$ cat config.mk
export PLATFORM = sky130hd
export DESIGN_NAME = stepseq_top
export DESIGN_NICKNAME = d
export VERILOG_FILES = /design/src/rtl/stepseq_pkg.sv /design/src/rtl/stepseq_regs.sv /design/src/rtl/stepseq_tick.sv /design/src/rtl/stepseq_core.sv /design/src/rtl/stepseq_gates.sv /design/src/rtl/stepseq_top.sv
export SDC_FILE = /design/constraint.sdc
export NUM_CORES = 1
export LEC_CHECK = 0
export BUFFER_PORTS_ARGS = -buffer_cell sky130_fd_sc_hd__buf_4
export CORE_MARGIN = 2
export CORE_UTILIZATION = 58
export DETAILED_ROUTE_END_ITERATION = 16
export MAX_ROUTING_LAYER = met4
export PLACE_DENSITY_LB_ADDON = 0.3
export SETUP_SLACK_MARGIN = 0.2
export SYNTH_ARGS = -nofsm -noshare
export SYNTH_HDL_FRONTEND = slang
export SYNTH_HIERARCHICAL = 1
export SYNTH_SLANG_ARGS = --single-unit
$ cat constraint.sdc
create_clock -name clk -period 5.75 [get_ports clk]
set_input_delay 1.15 -clock clk [delete_from_list [all_inputs] [get_ports clk]]
set_output_delay 1.15 -clock clk [all_outputs]
set_load 0.05 [all_outputs]
$ cat src/rtl/stepseq_pkg.sv
package stepseq_pkg;

  localparam int unsigned SUBSTEPS = 8;
  localparam int unsigned SS_W     = $clog2(SUBSTEPS);

  typedef logic [SS_W-1:0] substep_t;

  // Left-leg gates of both phases for a sub-step:
  // {B left-low, B left-high, A left-low, A left-high}
  function automatic logic [3:0] left_gates(input substep_t s);
    logic [3:0] g;
    case (s)
      3'd0:    g = 4'b1000;
      3'd1:    g = 4'b1001;
      3'd2:    g = 4'b0001;
      3'd3:    g = 4'b0101;
      3'd4:    g = 4'b0100;
      3'd5:    g = 4'b0110;
      3'd6:    g = 4'b0010;
      default: g = 4'b1010;
    endcase
    return g;
  endfunction

endpackage

$ cat src/rtl/stepseq_regs.sv
module stepseq_regs #(
  parameter int unsigned DATA_W = 32,
  parameter int unsigned ADDR_W = 1
) (
  input  logic              clk,
  input  logic              rst,
  input  logic              wr_en,
  input  logic [ADDR_W-1:0] wr_addr,
  input  logic [DATA_W-1:0] wr_data,
  output logic [DATA_W-1:0] speed_q,
  output logic [DATA_W-1:0] target_q
);

  localparam logic [ADDR_W-1:0] ADDR_SPEED  = ADDR_W'(0);
  localparam logic [ADDR_W-1:0] ADDR_TARGET = ADDR_W'(1);

  always_ff @(posedge clk) begin
    if (rst) begin
      speed_q  <= '0;
      target_q <= '0;
    end else if (wr_en) begin
      if (wr_addr == ADDR_SPEED)  speed_q  <= wr_data;
      if (wr_addr == ADDR_TARGET) target_q <= wr_data;
    end
  end

  assert_speed_load_R9: assert property (@(posedge clk) disable iff (rst)
    (wr_en && wr_addr == ADDR_SPEED) |=> (speed_q == $past(wr_data)));

  assert_target_load_R9: assert property (@(posedge clk) disable iff (rst)
    (wr_en && wr_addr == ADDR_TARGET) |=> (target_q == $past(wr_data)));

endmodule

$ cat src/rtl/stepseq_tick.sv
module stepseq_tick #(
  parameter int unsigned DATA_W = 32
) (
  input  logic              clk,
  input  logic              rst,
  input  logic [DATA_W-1:0] period_i,
  output logic              tick_o
);

  logic [DATA_W-1:0] cnt_q;
  logic              wrap;

  assign wrap = (cnt_q >= period_i - DATA_W'(1));

  always_ff @(posedge clk) begin
    if (rst) begin
      cnt_q  <= '0;
      tick_o <= 1'b0;
    end else if (period_i == '0) begin
      cnt_q  <= '0;
      tick_o <= 1'b0;
    end else if (wrap) begin
      cnt_q  <= '0;
      tick_o <= 1'b1;
    end else begin
      cnt_q  <= cnt_q + DATA_W'(1);
      tick_o <= 1'b0;
    end
  end

  assert_zero_speed_idle_R8: assert property (@(posedge clk) disable iff (rst)
    (period_i == '0) |=> !tick_o);

  assert_tick_spacing_R7: assert property (@(posedge clk) disable iff (rst)
    (tick_o && period_i > DATA_W'(1) && $stable(period_i)) |=> !tick_o);

endmodule

$ cat src/rtl/stepseq_core.sv
module stepseq_core
  import stepseq_pkg::*;
#(
  parameter int unsigned DATA_W = 32
) (
  input  logic              clk,
  input  logic              rst,
  input  logic              tick_i,
  input  logic [DATA_W-1:0] target_i,
  output substep_t          substep_o
);

  logic [DATA_W-1:0] pos_q;
  logic [DATA_W-1:0] gap;
  logic              at_target;
  logic              go_back;

  assign gap       = target_i - pos_q;
  assign at_target = (gap == '0);
  assign go_back   = gap[DATA_W-1];

  always_ff @(posedge clk) begin
    if (rst) begin
      substep_o <= '0;
      pos_q     <= '0;
    end else if (tick_i && !at_target) begin
      if (go_back) begin
        substep_o <= substep_o - substep_t'(1);
        pos_q     <= pos_q - DATA_W'(1);
      end else begin
        substep_o <= substep_o + substep_t'(1);
        pos_q     <= pos_q + DATA_W'(1);
      end
    end
  end

  assert_hold_at_target_R6: assert property (@(posedge clk) disable iff (rst)
    (tick_i && target_i == pos_q) |=> $stable(substep_o));

  assert_forward_step_R4: assert property (@(posedge clk) disable iff (rst)
    (tick_i && target_i != pos_q && !go_back) |=> (substep_o == $past(substep_o) + substep_t'(1)));

  assert_backward_step_R5: assert property (@(posedge clk) disable iff (rst)
    (tick_i && go_back) |=> (substep_o == $past(substep_o) - substep_t'(1)));

  assert_single_step_R10: assert property (@(posedge clk) disable iff (rst)
    !$stable(substep_o) |-> ((substep_o == $past(substep_o) + substep_t'(1)) ||
                             (substep_o == $past(substep_o) - substep_t'(1))));

  assert_idle_without_tick_R8: assert property (@(posedge clk) disable iff (rst)
    !tick_i |=> $stable(substep_o));

endmodule

$ cat src/rtl/stepseq_gates.sv
module stepseq_gates
  import stepseq_pkg::*;
#(
  parameter int unsigned PHASES = 2
) (
  input  logic                   clk,
  input  logic                   rst,
  input  substep_t               substep_i,
  output logic [PHASES*4-1:0]    gates_o
);

  localparam int unsigned LEFT_W = PHASES * 2;

  logic [LEFT_W-1:0] left_now;
  logic [LEFT_W-1:0] left_rst;

  assign left_now = LEFT_W'(left_gates(substep_i));
  assign left_rst = LEFT_W'(left_gates('0));

  for (genvar p = 0; p < PHASES; p++) begin : g_phase
    logic hi_n, lo_n, hi_r, lo_r;
    assign hi_n = left_now[2*p];
    assign lo_n = left_now[2*p+1];
    assign hi_r = left_rst[2*p];
    assign lo_r = left_rst[2*p+1];

    // {right-low, right-high, left-low, left-high}
    always_ff @(posedge clk) begin
      if (rst) gates_o[4*p +: 4] <= {hi_r, lo_r, lo_r, hi_r};
      else     gates_o[4*p +: 4] <= {hi_n, lo_n, lo_n, hi_n};
    end

    assert_leg_exclusive_R3: assert property (@(posedge clk) disable iff (rst)
      !(gates_o[4*p] && gates_o[4*p+1]));
  end

endmodule

$ cat src/rtl/stepseq_top.sv
module stepseq_top
  import stepseq_pkg::*;
#(
  parameter int unsigned DATA_W = 32,
  parameter int unsigned ADDR_W = 1
) (
  input  logic              clk,
  input  logic              rst,
  input  logic              wr_en,
  input  logic [ADDR_W-1:0] wr_addr,
  input  logic [DATA_W-1:0] wr_data,
  output logic [3:0]        gate_a,
  output logic [3:0]        gate_b
);

  localparam int unsigned PHASES = 2;

  logic [DATA_W-1:0]   speed_q;
  logic [DATA_W-1:0]   target_q;
  logic                tick;
  substep_t            substep;
  logic [PHASES*4-1:0] gates;

  stepseq_regs #(.DATA_W(DATA_W), .ADDR_W(ADDR_W)) u_regs (
    .clk(clk), .rst(rst), .wr_en(wr_en), .wr_addr(wr_addr), .wr_data(wr_data),
    .speed_q(speed_q), .target_q(target_q));

  stepseq_tick #(.DATA_W(DATA_W)) u_tick (
    .clk(clk), .rst(rst), .period_i(speed_q), .tick_o(tick));

  stepseq_core #(.DATA_W(DATA_W)) u_core (
    .clk(clk), .rst(rst), .tick_i(tick), .target_i(target_q), .substep_o(substep));

  stepseq_gates #(.PHASES(PHASES)) u_gates (
    .clk(clk), .rst(rst), .substep_i(substep), .gates_o(gates));

  assign gate_a = gates[3:0];
  assign gate_b = gates[7:4];

  assert_mirror_R3: assert property (@(posedge clk) disable iff (rst)
    (gate_a[3] == gate_a[0]) && (gate_a[2] == gate_a[1]) &&
    (gate_b[3] == gate_b[0]) && (gate_b[2] == gate_b[1]));

endmodule

; ---- Word level (Yosys, flattened, before mapping)
; Index checks and enable logic that the tools add are counted.
[op_classes]
eq_ne = 6
addsub = 7
bitwise = 1
n_mux = 4
n_div = 0
magnitude_cmp = 1
mul = 0
n_reduce_logical = 9
n_shift = 0
[op_table]
columns = operator, n
row1 = adder 32 x 1 -> 32 bit (second input constant), 2
row2 = zero test 32 bit, 2
row3 = subtractor 32 x 1 -> 32 bit (second input constant), 2
row4 = greater-or-equal comparator 32 bit, 1
row5 = 2-to-1 mux 32 bit, 1
row6 = subtractor 32 bit, 1
row7 = case mux 4 bit (7 select lines), 1
row8 = equality test 3 bit (second input constant), 3
row9 = equality test 3 x 2 -> 1 bit (second input constant), 2
row10 = AND reduction 2 bit, 2
row11 = adder 3 x 1 -> 3 bit (second input constant), 1
row12 = equality test 3 x 1 -> 1 bit (second input constant), 1
row13 = zero test 3 bit, 1
row14 = 2-to-1 mux 3 bit, 1
row15 = OR reduction 3 bit, 1
row16 = subtractor 3 x 1 -> 3 bit (second input constant), 1
row17 = OR reduction 2 bit, 1
row18 = logical AND 1 bit, 1
row19 = zero test 1 bit, 1
row20 = 2-to-1 mux 1 bit, 1
row21 = NOT 1 bit, 1
[totals]
register_bits = 140
mem_bits_rw = 0
mem_bits_ro = 0
elab_cells = 36
out_inout_bits = 8
mem_count = 0
inputBits = 36
latchBits = 0

; ---- Depth between registers and ports, before layout
[logic_depth]
word_depth = 4
mapped_depth = 23
mapped_depth_nobuf = 21

; ---- Modules after synthesis
; The synthesis kept the hierarchy.
[modules_own_cells]
columns = module, cells_each, instances, area_per_inst_um2, seq_area_each_um2
row1 = stepseq_core, 818, 1, 5850.6, 700.7
row2 = stepseq_tick, 335, 1, 2801.4, 660.6
row3 = stepseq_regs, 245, 1, 2656.3, 1281.2
row4 = stepseq_gates, 18, 1, 163.9, 80.1

; ---- Worst setup path after synthesis
; Ideal clock, no wire load.
[synth_timing]
path_type = register -> register
startpoint = register u_core.pos_q[24]
endpoint = register u_core.pos_q[27]
t_required_ns = 5.629
setup_time_ns = 0.121
arrival_time_ns = 5.268
slack_ns = 0.362
stages_incl_launch_ff = 23
n_path_buf = 2
synth_period_minus_slack_ns = 5.388
cell_sequence = dfxtp_1 inv_1 ha_1 clkbuf_1 a21o_1 a221oi_1 o211ai_1 nand2_1 a32o_1 a31o_2 or2_2 clkbuf_1 ha_1 a21oi_1 o221ai_1 a22oi_1 nand2_1 o311ai_0 a21oi_1 a21oi_1 mux2i_1 a31oi_1 mux2_2
[synth_between]
elab_chain_cells = 4
word_cells_on_any_way = 7
classes_between = add/sub: 3 / mux: 1 / reduce/logical: 3
[synth_rtl]
columns = element, line
row1 = from (decl), stepseq_core.sv:13  ; logic [DATA_W-1:0] pos_q;
row2 = from (signal assigned), stepseq_core.sv:29  ; pos_q <= pos_q - DATA_W'(1);
row3 = from (signal assigned), stepseq_core.sv:32  ; pos_q <= pos_q + DATA_W'(1);
row4 = subtractor 32 bit, stepseq_core.sv:18  ; assign gap = target_i - pos_q;
row5 = zero test 32 bit, stepseq_core.sv:19  ; assign at_target = (gap == '0);
row6 = zero test 1 bit, stepseq_core.sv:26  ; end else if (tick_i && !at_target) begin
row7 = logical AND 1 bit, stepseq_core.sv:26
; Parallel ways exist; a longest one is shown, timed or not.
; A chain may end at the register's enable or synchronous reset.

; ---- Worst setup path in the final report
[layout_timing]
startpoint = register u_core.pos_q[1]
endpoint = register u_core.pos_q[28]
; Same word-level chain as after synthesis.

==> reports/results.ini <==
[floorplanning]
coreArea_sq_um = 19460
die_area_sq_um = 20920
die_y_um = 144.6
die-width_um = 144.6
pin_count = 44
row_count = 51
initial_core_util_pct = 58.95

[global_route]
grt_pass1_wl_mm = 47.24
antenna_found_initial = 0
grt_max_degree = 91
grt_pass1_vias = 9561
grt-ovfl-total = 0
grtUsageTotal_pct = 29.31

[timing]
period_needed_ps = 5253
fin_skew_ps = 16.35
tightest_slew_ps = 1055
hold_viol_final = 0
setup_viol = 0
relSlewSlack_pct = 29.53
fin_setup_tns_ps = 0
rsz0062_at_grt = no
slew_viol_final = 0
fmax_mhz = 190.4
finalCritPeriodShare_pct = 91.35

[setup_path]
r2r_start = u_core/pos_q[1]
r2r_cells = 22
crit_required_ps = 6020
ff2ff_setup_slack_ps = 500
path_class = reg2reg
cp_max_fo = 23
reg2reg_to = u_core/pos_q[28]
end_kind = flip-flop
cp-start-kind = flip-flop
arrival_ps = 5520

[pwr]
p_total_mw = 3.247
power_density_nw_per_um2 = 259.5
peakVddDrop_mv = 0.1855
power_leakage_nw = 5.361

[logic_synthesis]
yosysWarnings = 6
syn-cell-area_sq_um = 11470
yosys_register_bits = 136
syn_avg_cell_area_sq_um = 8.102
synth-edff-count = 0
synth_cell_types = 89
synth_nets = 1550
yosysTopAreaCellShare_pct = 23.73
ys_async_sr_fraction_pct = 0
synthFlopType = dfxtp_1
yosysTopAreaCell = dfxtp_1
postSynthCellCount = 1416
synth_area_leaders = dfxtp_1, ha_1, mux2i_1, nand2b_1, xnor2_1
seq_area_frac_synth_pct = 23.73

[detailed_routing]
drc = 0
dr.pass1.iters = 5
drtIter0Drc = 767
vias_per_cell = 6.102
wl_mm = 29.46
ant_nets = 0
wl_per_cell_um = 17.29
vias = 10400

[worst_hold_path]
holdPathEnd = u_tick/cnt_q[0]
hold_depth = 1
hold_path.class = reg2reg
min_from = u_tick/cnt_q[0]

[cells_and_area]
fin_nets = 1560
fill_cells = 1703
post-route-util_pct = 64.29
drive_gt1_share_pct = 10.98
multi_input_area_sq_um = 8174
seq_area_sq_um = 2723
antennaDiodeCount = 0
area_delta_synth_final_pct = 9.063

[clock_tree]
cts.sinks = 136
clk_pin_slew_ps = 70
cts_max_path_buffers = 2
cts_htree_levels = 4
cts_buffers = 17
clock_latency_ps = 430
tritoncts = yes
cts_root_buffer = clkbuf_16

[run]
cap_violations = 0

[placement]
routabilityCongestion = 0.9859
port_buffers = 43
dp_hpwl_mm = 22.40

[run_status]
status = finished clean

area by class of cell:
class,count,share of cell area (%)
Clock buffer,20,3.570
Clock inverter,12,1.140
Inverter,65,1.950
Multi-Input combinational cell,1146,65.33
Sequential cell,136,21.76
Tap cell,265,2.650
Timing Repair Buffer,60,3.600
metrics by stage:
stage | setup WS (ps) | hold slack [ps] | cells | instance area (sq um)
final | 497.3 | 477.6 | 1704 | 12510
after global routing | 187.2 | 513.6 | 1704 | 12510
after CTS | 209.9 | 481.6 | 1704 | 12460
after detailed placement | 247.4 | 472.3 | 1672 | 11870
after global placement | 388.4 | 466.3 | 1672 | 11870
after floorplan | 361.8 | 441.4 | 1416 | 11470
synth_stat cells (all sizes together) (4+ instances only):
cell	count
a21oi	72
o21a	9
xnor2	60
and2	13
mux2i	82
o311ai	4
a31o	6
clkbuf	36
nand2b	116
and4	7
ha	95
and3	17
a21o	26
o31ai	4
a31oi	10
mux2	23
o22ai	4
or2	11
o2111ai	5
a2111oi	5
nor4	26
a211oi	12
xor2	25
nor2b	12
nor3	66
nand3	46
nand4b	5
nor3b	6
o31a	4
o21ai	38
or4	11
nand4	32
nand2	82
buf	33
o21bai	7
a211o	6
o221ai	4
inv	65
dfxtp	136
o211ai	12
nor2	117
or3	15
how the worst max path moves through the flow:
stage | depth (start not counted) | slack [ps] | endpoint | start
after floorplan | 22 | 360 | u_core/pos_q[27] | u_core/pos_q[24]
after global placement | 20 | 390 | u_core/pos_q[27] | u_core/pos_q[18]
after detailed placement | 20 | 250 | u_core/pos_q[27] | u_core/pos_q[18]
after CTS | 20 | 210 | u_core/pos_q[27] | u_core/pos_q[18]
after global routing | 22 | 190 | u_core/pos_q[28] | u_core/pos_q[28]
final | 22 | 500 | u_core/pos_q[28] | u_core/pos_q[1]
layout by cell type (no fill, tap or decap), drive strengths merged, types with 66 or more instances in the layout:
| cell type | Yosys | final |
|---|---|---|
| nand2b | 116 | 116 |
| a21oi | 72 | 72 |
| ha | 95 | 95 |
| nor3 | 66 | 66 |
| inv | 65 | 68 |
| nor2 | 117 | 117 |
| nand2 | 82 | 82 |
| dfxtp | 136 | 136 |
| mux2i | 82 | 82 |
worst max-delay path: stages (launching register included):
cell       delay (ps)
dfxtp_1           380
inv_1             110
ha_1              280
nor2b_1           200
o2111ai_1         160
a31o_2            300
a21oi_2           200
a31oi_1           150
a31o_2            260
or2_4             330
buf_4             260
ha_1              390
inv_1             110
or3_1             420
nor3_1            190
o211ai_1          130
nand3_1           160
o21bai_1           90
buf_4             150
o211a_1           220
a311oi_1          300
a211o_1           140
o311ai_0          120
power breakdown:
part / total (mW) / switching [mW] / internal [mW]
Sequential: 0.995 / 0.0272 / 0.968
Combinational: 1.14 / 0.676 / 0.466
Clock: 1.11 / 0.453 / 0.657
routing by layer:
metal / GRT usage [%] / vias up / part of all wire [%] / wire [um]
li1: - / 5156 / - / -
met1: 39.11 / 4898 / 48 / 14110
met2: 45.50 / 295 / 45 / 13240
met3: 5.000 / 48 / 4.8 / 1413
met4: 9.147 / 0 / 2.4 / 702
met5: - / - / 0 / 0
registers in the layout, summed over array words and instances (netlist names):
register	cells
u_core/pos_q	32
u_tick/tick_o	1
u_core/substep_o	3
u_gates/gates_o	4
u_regs/target_q	32
u_tick/cnt_q	32
u_regs/speed_q	32
timing repair:
| action | in CTS | in global routing |
|---|---|---|
| resized for setup | 0 | 15 |
| setup buffers | 0 | 0 |
| setup endpoints to repair | 0 | 10 |
| hold buffers | 0 | 0 |
cell families after synthesis:
group	Yosys count	share of synthesized area [%]
AOI/OAI and AO/OA	260	15.54
and+or+nand+nor	598	28.44
xor gates and xnor gates	85	6.489
adders and majority gates	98	10.88
buffers and inverters	134	5.497
DFF	136	23.73
muxes	105	9.412
Power figures use the tool's default switching activity.
